File: config.mk
export PLATFORM = sky130hd
export DESIGN_NAME = cws_adder
export DESIGN_NICKNAME = d
export VERILOG_FILES = /design/src/rtl/cws_pkg.sv /design/src/rtl/cws_halfgen.sv /design/src/rtl/cws_carrygen.sv /design/src/rtl/cws_selfinal.sv /design/src/rtl/cws_adder.sv
export SDC_FILE = /design/constraint.sdc
export NUM_CORES = 1
export LEC_CHECK = 0
export BUFFER_PORTS_ARGS = -buffer_cell sky130_fd_sc_hd__buf_4
export CAP_MARGIN = 20
export CORE_AREA = 2 2 54 56
export DETAILED_ROUTE_END_ITERATION = 12
export DIE_AREA = 0 0 56 58
export PLACE_DENSITY = 0.84
export SLEW_MARGIN = 20
export SYNTH_ARGS = -nofsm -noshare
export SYNTH_HDL_FRONTEND = slang
export SYNTH_SLANG_ARGS = --single-unit
File: constraint.sdc
create_clock -name clk -period 2.9 [get_ports clk]
set_input_delay 0.29 -clock clk [delete_from_list [all_inputs] [get_ports clk]]
set_output_delay 0.29 -clock clk [all_outputs]
set_load 0.05 [all_outputs]
File: src/rtl/cws_pkg.sv
package cws_pkg;
  localparam int unsigned CWS_DEF_WIDTH = 16;

  typedef enum logic {
    CHAIN_CIN_ZERO = 1'b0,
    CHAIN_CIN_ONE  = 1'b1
  } chain_kind_e;
endpackage

File: src/rtl/cws_halfgen.sv
module cws_halfgen #(
  parameter int unsigned W = 16
) (
  input  logic [W-1:0] a,
  input  logic [W-1:0] b,
  output logic [W-1:0] hs,
  output logic [W-1:0] hc
);
  // bitwise propagate and generate
  assign hs = a ^ b;
  assign hc = a & b;
endmodule

File: src/rtl/cws_carrygen.sv
module cws_carrygen
  import cws_pkg::*;
#(
  parameter int unsigned W    = 16,
  parameter chain_kind_e KIND = CHAIN_CIN_ZERO
) (
  input  logic [W-1:0] hs,
  input  logic [W-1:0] hc,
  output logic [W-1:0] cw
);
  logic first_bit;

  // the assumed incoming carry only changes the lowest stage
  generate
    if (KIND == CHAIN_CIN_ONE) begin : g_one
      assign first_bit = hs[0] | hc[0];
    end else begin : g_zero
      assign first_bit = hc[0];
    end
  endgenerate

  always_comb begin
    logic run;
    run   = first_bit;
    cw[0] = first_bit;
    for (int unsigned i = 1; i < W; i++) begin
      run   = (run & hs[i]) | hc[i];
      cw[i] = run;
    end
  end
endmodule

File: src/rtl/cws_selfinal.sv
module cws_selfinal #(
  parameter int unsigned W = 16
) (
  input  logic [W-1:0] hs,
  input  logic [W-1:0] cw0,
  input  logic [W-1:0] cw1,
  input  logic         cin,
  output logic [W-1:0] csel,
  output logic [W-1:0] sum,
  output logic         cout
);
  // cw0 implies cw1 per bit, so AND-OR replaces the multiplexer
  assign csel = cw0 | ({W{cin}} & cw1);
  assign cout = csel[W-1];

  generate
    if (W > 1) begin : g_wide
      assign sum = hs ^ {csel[W-2:0], cin};
    end else begin : g_one
      assign sum = hs ^ cin;
    end
  endgenerate
endmodule

File: src/rtl/cws_adder.sv
module cws_adder
  import cws_pkg::*;
#(
  parameter int unsigned W = CWS_DEF_WIDTH
) (
  input  logic         clk,
  input  logic         rst,
  input  logic [W-1:0] a_i,
  input  logic [W-1:0] b_i,
  input  logic         cin_i,
  output logic [W-1:0] sum_o,
  output logic         cout_o
);
  logic [W-1:0] hs_w, hc_w;
  logic [W-1:0] cw0_w, cw1_w, csel_w;
  logic [W-1:0] sum_w;
  logic         cout_w;

  cws_halfgen #(.W(W)) half_i (
    .a (a_i), .b (b_i), .hs (hs_w), .hc (hc_w)
  );

  cws_carrygen #(.W(W), .KIND(CHAIN_CIN_ZERO)) chain0_i (
    .hs (hs_w), .hc (hc_w), .cw (cw0_w)
  );

  cws_carrygen #(.W(W), .KIND(CHAIN_CIN_ONE)) chain1_i (
    .hs (hs_w), .hc (hc_w), .cw (cw1_w)
  );

  cws_selfinal #(.W(W)) final_i (
    .hs   (hs_w),
    .cw0  (cw0_w),
    .cw1  (cw1_w),
    .cin  (cin_i),
    .csel (csel_w),
    .sum  (sum_w),
    .cout (cout_w)
  );

  always_ff @(posedge clk) begin
    if (rst) begin
      sum_o  <= '0;
      cout_o <= 1'b0;
    end else begin
      sum_o  <= sum_w;
      cout_o <= cout_w;
    end
  end
endmodule

# [Yosys cells after proc, flatten, opt, wreduce, memory -nomap -nowiden]
# Cells that the tools add are included.
[totals] regBits=17 latchBits=0 mem_bits_rw=0 rom_bits=0 in_bits=35 mem_count=0
[op_classes] n_addsub=0 n_mul=0 n_div=0 order_cmp=0 n_eq_ne=0 n_shift=0 n_mux=0 n_bitwise=66 n_reduce_logical=0
[ops] op="16-bit AND" n=2
[ops] op="16-bit bitwise XOR" n=2
[ops] op="1-bit bitwise OR" n=31
[ops] op="1-bit AND" n=30
[ops] op="16-bit bitwise OR" n=1

# [Depth between registers and ports, before layout]
# Gate-level depths: netlist (run 1).
[depth] ltp_word=35 depth_mapped=9

# [Modules after synthesis]
# A second synthesis (run 1) with hierarchy kept.
[unflattened] cells_unflattened=163 hier_area_um2=1564.0
[by_module_without_submodules] module="cws_adder" n_inst=1 cells_per_inst=35 area_per_inst_um2=475.5
[by_module_without_submodules] module="cws_selfinal" n_inst=1 cells_per_inst=35 area_per_inst_um2=314.1
[by_module_without_submodules] module="cws_carrygen at chain1_i" n_inst=1 cells_per_inst=37 area_per_inst_um2=294.0
[by_module_without_submodules] module="cws_carrygen at chain0_i" n_inst=1 cells_per_inst=40 area_per_inst_um2=280.3
[by_module_without_submodules] module="cws_halfgen" n_inst=1 cells_per_inst=16 area_per_inst_um2=200.2

# [Worst setup path before layout (run 1)]
# Ideal clock, no wire load.
[synth_timing] kind="input-to-reg" start="input port a_i[7]" end="register sum_o[15]" setup_time_ps=121 arrival_ps=1984 required_ps=2779 slack_ps=795 cell_stages=8 n_path_buf=0 path_cell_list="ha_1 o21ai_1 a221o_1 a31oi_2 nand4_2 a31oi_4 a21oi_2 mux2_4"
[synth_between] elab_chain_cells=20 word_cells_on_any_way=37 cone_classes="bitwise: 37"
[synth_lines] element="start: declaration" line_no="cws_adder.sv:8" text="input logic [W-1:0] a_i,"
[synth_lines] element="16-bit bitwise XOR" line_no="cws_halfgen.sv:10" text="assign hs = a ^ b;"
[synth_lines] element="1-bit AND" line_no="cws_carrygen.sv:27" text="run = (run & hs[i]) | hc[i];"
[synth_lines] element="1-bit bitwise OR" line_no="cws_carrygen.sv:27"
[synth_lines] element="1-bit AND" line_no="cws_carrygen.sv:27"
[synth_lines] element="1-bit bitwise OR" line_no="cws_carrygen.sv:27"
[synth_lines] element="1-bit AND" line_no="cws_carrygen.sv:27"
[synth_lines] element="1-bit bitwise OR" line_no="cws_carrygen.sv:27"
[synth_lines] element="1-bit AND" line_no="cws_carrygen.sv:27"
[synth_lines] element="[... 4 more ...]"
[synth_lines] element="1-bit bitwise OR" line_no="cws_carrygen.sv:27"
[synth_lines] element="1-bit AND" line_no="cws_carrygen.sv:27"
[synth_lines] element="1-bit bitwise OR" line_no="cws_carrygen.sv:27"
[synth_lines] element="1-bit AND" line_no="cws_carrygen.sv:27"
[synth_lines] element="1-bit bitwise OR" line_no="cws_carrygen.sv:27"
[synth_lines] element="16-bit AND" line_no="cws_selfinal.sv:13" text="assign csel = cw0 | ({W{cin}} & cw1);"
[synth_lines] element="16-bit bitwise OR (*)" line_no="cws_selfinal.sv:13"
[synth_lines] element="16-bit bitwise XOR (*)" line_no="cws_selfinal.sv:18" text="assign sum = hs ^ {csel[W-2:0], cin};"
[synth_lines] element="end signal: assignment" line_no="cws_adder.sv:46" text="sum_o <= sum_w;"
[synth_lines] element="end: declaration" line_no="cws_adder.sv:11" text="output logic [W-1:0] sum_o,"
# Mark *: on every way between the ends. The rest lies on a longest branch, timed or not.
# A chain may end at the register's enable or synchronous reset.

# [Final worst setup path (run 1)]
[layout_timing] start="input port a_i[1]" end="register sum_o[8]"
[layout_between] elab_chain_cells=18 word_cells_on_any_way=33 cone_classes="bitwise: 33"
[layout_lines] element="16-bit bitwise XOR" line_no="cws_halfgen.sv:10"
[layout_lines] element="1-bit AND" line_no="cws_carrygen.sv:27"
[layout_lines] element="1-bit bitwise OR" line_no="cws_carrygen.sv:27"
[layout_lines] element="1-bit AND" line_no="cws_carrygen.sv:27"
[layout_lines] element="1-bit bitwise OR" line_no="cws_carrygen.sv:27"
[layout_lines] element="1-bit AND" line_no="cws_carrygen.sv:27"
[layout_lines] element="1-bit bitwise OR" line_no="cws_carrygen.sv:27"
[layout_lines] element="1-bit AND" line_no="cws_carrygen.sv:27"
[layout_lines] element="[... 2 more ...]"
[layout_lines] element="1-bit bitwise OR" line_no="cws_carrygen.sv:27"
[layout_lines] element="1-bit AND" line_no="cws_carrygen.sv:27"
[layout_lines] element="1-bit bitwise OR" line_no="cws_carrygen.sv:27"
[layout_lines] element="1-bit AND" line_no="cws_carrygen.sv:27"
[layout_lines] element="1-bit bitwise OR" line_no="cws_carrygen.sv:27"
[layout_lines] element="16-bit AND" line_no="cws_selfinal.sv:13"
[layout_lines] element="16-bit bitwise OR (*)" line_no="cws_selfinal.sv:13"
[layout_lines] element="16-bit bitwise XOR (*)" line_no="cws_selfinal.sv:18"
# Marks and branches as above.

==> impl_metrics.tcl, run 1 <==
set metrics [dict create \
    ctsResizeCount 0 \
    postRouteAntennaNets 0 \
    netlist-cell-type-count 33 \
    critPathLaunchType "input port" \
    die_w_um 56 \
    setup_tns_ns 0 \
    cts_setup_buffers 0 \
    syn_area_um2 1170 \
    htree_levels 1 \
    routabilityCongestion 0.8330 \
    die-area_um2 3248 \
    hpwlAfterDp_um 2202 \
    setup_viol 0 \
    cts_tree "built" \
    tightestPinTransition_ns 0.4768 \
    yosysWarningCount 0 \
    cts_hold_buf 0 \
    vias 1168 \
    first_iter_violations 28 \
    grt_overflow 0 \
    cp_max_fo 4 \
    period_needed_ns 2.019 \
    post-place-cells 213 \
    vias_per_cell 5.382 \
    syn_inst 133 \
    yosysSeqAreaShare_pct 29.09 \
    grt_pass1_wl_um 4602 \
    area_growth_pct 37.65 \
    finalCritPeriodShare_pct 69.62 \
    drive_gt1_share_pct 31.72 \
    ys_ff_latch 17 \
    hold_viol 0 \
    grt_max_degree 19 \
    io_pins 52 \
    slew_violations 0 \
    drc 0 \
    antenna_found_initial 0 \
    core_area_um2 2663 \
    routed_wirelength_um 2703 \
    setup.worst_path.end_class "flop" \
    cp.arrival_ns 2.23 \
    cts_root_buffer "clkbuf_4" \
    cts_buffers 3 \
    nNetsFinal 240 \
    path_class "input port to flop" \
    layout_commonest_cell "buf_4" \
    maxCapViolCount 0 \
    initial_core_util_pct 43.94 \
    path_clk_slew_ns 0.10 \
    crit_required_ns 3.11 \
    port_buffers 51 \
    clkSinkCount 17 \
    status "complete, no violations" \
    n_antenna_cell 0 \
    syn-num-nets 186 \
    grtUsageTotal_pct 17.42 \
    leakage_nw 0.7693 \
    drtPass1Iterations 4 \
    grt_setup_unrepaired "no" \
    rows 19 \
    routedWlPerCell_um 12.46 \
    grt_pass1_vias 1150 \
    p_per_area_nw_per_um2 485.8 \
    hold_class "input port to flop" \
    max_freq_ghz 0.4953 \
    ir_drop_mv 0.3065 \
    finalNonFillerCells 217 \
    final_cell_mix "buf_4, nor2_1, ha_1, dfxtp_1, nor3_1" \
    clock_path_buffers 2 \
    die_h_um 58 \
    syn_area_per_cell_um2 8.796 \
    max_slew_margin_pct 68.02 \
]
==> cells in the mapped netlist <==
library cell	instances	area (um^2)
nor2_1	18	67.56
dfxtp_1	17	340.3
ha_1	17	212.7
nor3_1	11	55.05
o21a_1	8	60.06
a21oi_1	7	35.03
inv_1	7	26.28
xnor2_1	7	61.31
nand2_1	5	18.77
a211oi_1	4	30.03
nor2b_1	4	25.02
o21ai_0	3	15.01
a21o_1	2	15.01
clkbuf_1	2	7.510
o21ai_1	2	10.01
o31ai_1	2	15.01
a21boi_1	1	7.510
a21oi_2	1	8.760
a221o_1	1	10.01
a22oi_1	1	7.510
a311oi_1	1	8.760
a31oi_2	1	12.51
a31oi_4	1	21.27
and2_1	1	6.260
fa_1	1	20.02
mux2_4	1	15.01
nand2b_1	1	6.260
nand4_2	1	12.51
nor4_1	1	6.260
o211ai_1	1	7.510
o21bai_1	1	7.510
o311ai_1	1	8.760
xor2_1	1	8.760
==> power by group <==
| group | total, mW | leakage, nW | internal [mW] | switching [mW] |
|---|---|---|---|---|
| clock | 0.132 | 0.0150 | 0.0536 | 0.0788 |
| combinational | 0.378 | 0.613 | 0.149 | 0.228 |
| sequential | 0.272 | 0.142 | 0.264 | 0.00798 |
| total | 0.782 | 0.769 | 0.467 | 0.315 |
==> metrics by stage <==
stage	utilization (%)	total power, mW	hold slack, ns	cell area [um^2]	worst slack (ns)
finish	60.48	0.7822	0.2931	1610	0.8811
global route	60.48	0.8228	0.2974	1610	0.6643
CTS	60.48	0.7849	0.2918	1610	0.8901
detailed placement	59.49	0.6536	0.6085	1584	0.5846
global placement	59.49	0.6458	0.6109	1584	0.6194
floorplan	-	0.5402	0.5535	1170	0.7948
==> final cells by class <==
class	count	area (um^2)
clock buffers	4	26.28
fillers	238	1052
inverters	7	26.28
multi-input cells	107	795.8
flip-flops and latches	17	340.3
well taps	31	38.79
repair buffers	51	382.9
==> layer usage <==
layer	track usage, %	vias to the layer above	wire (um)	share of wire [%]
met5	0	-	0	0
met4	3.741	0	12	0.44
met3	3.795	2	166	6.1
met2	35.80	38	1473	54
met1	17.82	545	1050	39
li1	-	583	-	-
==> kinds of logic after synthesis <==
| kind of cell | after synthesis | share of synthesized area, % |
|---|---|---|
| mux | 1 | 1.283 |
| xor+xnor | 8 | 5.990 |
| buf+inv | 9 | 2.888 |
| simple gates | 42 | 16.90 |
| flops | 17 | 29.09 |
| fa+ha+maj | 18 | 19.89 |
| compound gates | 38 | 23.96 |
==> flip-flops by register name, summed over array words and instances, names as in the netlist <==
| register | cells |
|---|---|
| cout_o | 1 |
| sum_o | 16 |
==> worst max-delay path, cell delays in order <==
cell,delay [ns]
buf_4,0.11
ha_1,0.35
nor2b_1,0.17
o311ai_1,0.33
a21oi_1,0.17
o21a_1,0.23
o21a_1,0.21
o21a_1,0.18
nor3_1,0.19
==> worst paths after layout <==
| check | cells after the start | from | to |
|---|---|---|---|
| max | 9 | a_i[1] | sum_o[8]$_SDFF_PP0_ |
| min | 2 | rst | sum_o[10]$_SDFF_PP0_ |
Power figures use the tool's default switching activity.
==> inputs of run 2 (changes only) <==
==> constraint.sdc (replaced) <==
create_clock -name clk -period 2 [get_ports clk]
set_input_delay 0.2 -clock clk [delete_from_list [all_inputs] [get_ports clk]]
set_output_delay 0.2 -clock clk [all_outputs]
set_load 0.05 [all_outputs]
==> run 2 against run 1 <==
Compared with the run above:
- worst setup slack got worse by 0.73 ns
- utilization increased by 5.7 points
- clock power increased by 45%
- combinational power increased by 59%
- die area unchanged
- largest power group unchanged
==> impl_metrics.tcl, run 2 (synthesis gave the netlist of run 1 again) <==
set metrics [dict create \
    final_cell_mix "buf_4, nor2_1, ha_1, dfxtp_1, nor3_1" \
    ctsResizeCount 0 \
    core_area_um2 2663 \
    setup_viol 0 \
    grtUsageTotal_pct 18.79 \
    ir_drop_mv 0.5943 \
    hold_viol 0 \
    top_usage_layer "met2" \
    pre_cts_slack_ns -0.1423 \
    cp_cell_sequence "buf_4, ha_1, a211oi_1, o21a_1, o31ai_1, a211oi_1, buf_4, xnor2_1, nor2_1" \
    worst_path_max_delay_cell "a211oi_1" \
    clock_path_buffers 2 \
    holdPathStages 2 \
    hold_class "input port to flop" \
    cts_tree "built" \
    n_antenna_cell 0 \
    p_per_area_nw_per_um2 674.4 \
    cts_root_buffer "clkbuf_4" \
    critPathLaunch "a_i[1]" \
    die_w_um 56 \
    leakage_nw 0.8689 \
    worstHoldStart "rst" \
    postRouteAntennaNets 0 \
    routabilityCongestion 0.7987 \
    status "complete, no violations" \
    port_buffers 51 \
    hold_end "sum_o[4]$_SDFF_PP0_" \
    initial_core_util_pct 43.94 \
    max_freq_ghz 0.5401 \
    rows 19 \
    cp.arrival_ns 2.04 \
    crit_cells 9 \
    critPathLaunchType "input port" \
    layout_commonest_cell "buf_4" \
    max_slew_margin_pct 72.65 \
    path_buf_inv 2 \
    slew_violations 0 \
    routed_wirelength_um 2856 \
    maxCapViolCount 0 \
    largest_reg_flops 16 \
    crit_family "compound AO/OA/AOI/OAI gates" \
    period_needed_ns 1.851 \
    grt_overflow 0 \
    grt_max_degree 19 \
    grt_pass1_vias 1258 \
    regMostFlops "sum_o" \
    finalNonFillerCells 237 \
    cts_setup_buffers 0 \
    clkSinkCount 17 \
    grt_use_met2_pct 37.98 \
    die_h_um 58 \
    antenna_found_initial 0 \
    crit_required_ns 2.19 \
    drive_gt1_share_pct 38.83 \
    fillers 227 \
    finalCritPeriodShare_pct 92.57 \
    post-place-cells 233 \
    drtPass1Iterations 4 \
    die-area_um2 3248 \
    tightestPinTransition_ns 0.4079 \
    hpwlAfterDp_um 2406 \
    grtUsageMet3_pct 1.563 \
    cts_hold_buf 0 \
    area_growth_pct 50.59 \
    cts_buffers 3 \
    grt_pass1_wl_um 5037 \
    path_class "input port to flop" \
    setup.worst_path.end_class "flop" \
    grt_setup_unrepaired "no" \
    nNetsFinal 260 \
    routedWlPerCell_um 12.05 \
    path_clk_slew_ns 0.11 \
    cp_max_fo 4 \
    drc 0 \
    vias_per_cell 5.266 \
    hold_ws_ns 0.2089 \
    max_stage_delay_ns 0.41 \
    io_pins 52 \
    vias 1248 \
    first_iter_violations 21 \
    htree_levels 1 \
    worst_slack_ns 0.1485 \
    grt_use_met1_pct 20.99 \
    reg_top3 "sum_o x16, cout_o x1" \
]
-- run 2: cell types whose count changed in the layout (fill, tap and decap cells not counted) --
cell / delta
buf_4: +20
clkbuf_1: -1
clkinv_2: +1
-- run 2: how the worst max path moves through the flow --
stage,end
finish,sum_o[9]$_SDFF_PP0_
global route,sum_o[10]$_SDFF_PP0_
CTS,sum_o[11]$_SDFF_PP0_
detailed placement,sum_o[11]$_SDFF_PP0_
global placement,sum_o[15]$_SDFF_PP0_
floorplan,sum_o[15]$_SDFF_PP0_
-- run 2: cell type report --
type / count / area, um^2 / share of cell area, %
multi-input cells: 107 / 795.8 / 45.17
repair buffers: 71 / 533.0 / 30.26
flip-flops and latches: 17 / 340.3 / 19.32
well taps: 31 / 38.79 / 2.202
inverters: 7 / 26.28 / 1.491
clock buffers: 3 / 22.52 / 1.278
clock inverters: 1 / 5.005 / 0.2841
-- run 2: through the flow --
stage                     area [um^2]  total power, mW  TNS, ns  utilization [%]
final                            1762            1.188        0            66.17
after global routing             1762            1.253        0            66.17
after CTS                        1762            1.194        0            66.17
after detailed placement         1734            1.005  -0.6588            65.13
after global placement           1734           0.9872  -0.2713            65.13
after floorplan                  1170           0.7836        0                -
-- run 2: report_power, final --
group | internal, mW | switching (mW) | total [mW] | leakage (nW)
clock | 0.0742 | 0.118 | 0.192 | 0.0177
combinational | 0.260 | 0.341 | 0.601 | 0.709
sequential | 0.383 | 0.0119 | 0.395 | 0.142
-- run 2: routing by layer --
| layer | up-vias | routed length, um |
|---|---|---|
| li1 | 622 | - |
| met1 | 587 | 1201 |
| met2 | 37 | 1500 |
| met3 | 2 | 127 |
| met4 | 0 | 27 |
| met5 | - | 0 |
==> inputs of run 3 (changes only) <==
--- a/config.mk
+++ b/config.mk
@@ -7,10 +7,12 @@
 export LEC_CHECK = 0
 export BUFFER_PORTS_ARGS = -buffer_cell sky130_fd_sc_hd__buf_4
 export CAP_MARGIN = 20
-export CORE_AREA = 2 2 54 56
+export CELL_PAD_IN_SITES_DETAIL_PLACEMENT = 1
+export CELL_PAD_IN_SITES_GLOBAL_PLACEMENT = 2
+export CORE_AREA = 2 2 71 73
 export DETAILED_ROUTE_END_ITERATION = 12
-export DIE_AREA = 0 0 56 58
-export PLACE_DENSITY = 0.84
+export DIE_AREA = 0 0 73 75
+export PLACE_DENSITY = 0.85
 export SLEW_MARGIN = 20
 export SYNTH_ARGS = -nofsm -noshare
 export SYNTH_HDL_FRONTEND = slang
==> run 3 against run 2 <==
Compared with the run above:
- clock power up 32%
- cell count up 13%
- die area up 69%
- maximum frequency down 2.5%
- design area up 5.7%
- sequential power about the same
- combinational power up 2%
- global-route usage down 6.7 points
- via count down 0.24%
- first-iteration DRC count down 57%
- critical path depth unchanged
- worst setup slack worse by 0.047 ns
- critical path type unchanged
- critical endpoint is now sum_o[15]$_SDFF_PP0_
- largest power group unchanged
- highest routed layer is now met3
==> impl_metrics.tcl, run 3 (synthesis gave the netlist of run 1 again) <==
set metrics [dict create \
    reg_top3 "sum_o x16, cout_o x1" \
    hold_ws_ns 0.2523 \
    ir_drop_mv 0.2094 \
    cts_setup_buffers 0 \
    rows 25 \
    vias_per_cell 4.663 \
    worst_slack_ns 0.1017 \
    routed_wirelength_um 3128 \
    n_antenna_cell 0 \
    cp_max_fo 4 \
    path_clk_slew_ns 0.07 \
    p_per_area_nw_per_um2 678.6 \
    setup.worst_path.end_class "flop" \
    finalCritPeriodShare_pct 94.92 \
    fillers 570 \
    hpwlAfterDp_um 2804 \
    initial_core_util_pct 25.10 \
    final_cell_mix "buf_4, nor2_1, ha_1, dfxtp_1, nor3_1" \
    die_w_um 73 \
    cp.arrival_ns 2.04 \
    leakage_nw 0.9079 \
    grt_pass1_vias 1282 \
    layout_commonest_cell "buf_4" \
    vias 1245 \
    max_slew_margin_pct 75.24 \
    clock_path_buffers 2 \
    max_freq_ghz 0.5268 \
    io_pins 52 \
    routedWlPerCell_um 11.72 \
    ctsResizeCount 0 \
    slew_violations 0 \
    cp_cell_sequence "buf_4, ha_1, o21ai_1, a221o_1, a31oi_2, nand4_2, a31oi_4, a21oi_2, mux2_4" \
    crit_family "compound AO/OA/AOI/OAI gates" \
    clkSinkCount 17 \
    path_buf_inv 1 \
    nNetsFinal 267 \
    area_growth_pct 59.14 \
    path_class "input port to flop" \
    grt_setup_unrepaired "no" \
    die_h_um 75 \
    setup_viol 0 \
    grt_overflow 0 \
    drtPass1Iterations 2 \
    hold_class "input port to flop" \
    grtUsageTotal_pct 12.07 \
    die-area_um2 5475 \
    cts_hold_buf 0 \
    first_iter_violations 9 \
    largest_reg_flops 16 \
    port_buffers 51 \
    cts_root_buffer "clkbuf_8" \
    finalNonFillerCells 267 \
    max_stage_delay_ns 0.35 \
    drc 0 \
    grt_max_degree 19 \
    routabilityCongestion 0.8398 \
    grt_pass1_wl_um 5202 \
    setup_tns_ns 0 \
    core_area_um2 4661 \
    period_needed_ns 1.898 \
    holdPathStages 2 \
    pre_cts_slack_ns -0.1766 \
    hold_viol 0 \
    critPathLaunchType "input port" \
    status "complete, no violations" \
    postRouteAntennaNets 0 \
    tightestPinTransition_ns 0.3657 \
    fin_util_pct 39.95 \
    cts_tree "built" \
    cts_buffers 3 \
    crit_cells 9 \
    htree_levels 1 \
    regMostFlops "sum_o" \
    worst_path_max_delay_cell "a221o_1" \
    drive_gt1_share_pct 40.85 \
    maxCapViolCount 0 \
    crit_required_ns 2.14 \
    antenna_found_initial 0 \
    post-place-cells 263 \
]
## run 3: path summary, 6_finish.rpt
check	start	to	slack (ns)
worst min-delay path	rst	sum_o[14]$_SDFF_PP0_	0.25
worst max-delay path	a_i[4]	sum_o[15]$_SDFF_PP0_	0.10
## run 3: per-layer routing
metal	part of all wire [%]	wire, um	vias to the layer above	global-route usage [%]
met4	0	0	0	0.6173
met3	6.1	190	0	4.150
li1	-	-	638	-
met1	40	1241	573	11.93
met5	0	0	-	0
met2	54	1697	34	25.03
## run 3: per-stage QoR
step	total power, mW	area [um^2]
floorplan	0.7836	1170
global placement	1.016	1815
detailed placement	1.028	1815
CTS	1.285	1862
global route	1.353	1862
finish	1.263	1862
## run 3: report_power, final
group | internal (mW) | switching [mW]
clock network | 0.138 | 0.115
registers | 0.383 | 0.0121
logic | 0.269 | 0.347
## run 3: area by class of cell
| class | count | area [um^2] | share of cell area [%] |
|---|---|---|---|
| Clock buffer | 3 | 41.29 | 2.218 |
| Inverter | 7 | 26.28 | 1.411 |
| Clock inverter | 1 | 5.005 | 0.2688 |
| Timing Repair Buffer | 78 | 585.6 | 31.45 |
| Multi-Input combinational cell | 107 | 795.8 | 42.74 |
| Sequential cell | 17 | 340.3 | 18.28 |
| Tap cell | 54 | 67.56 | 3.629 |
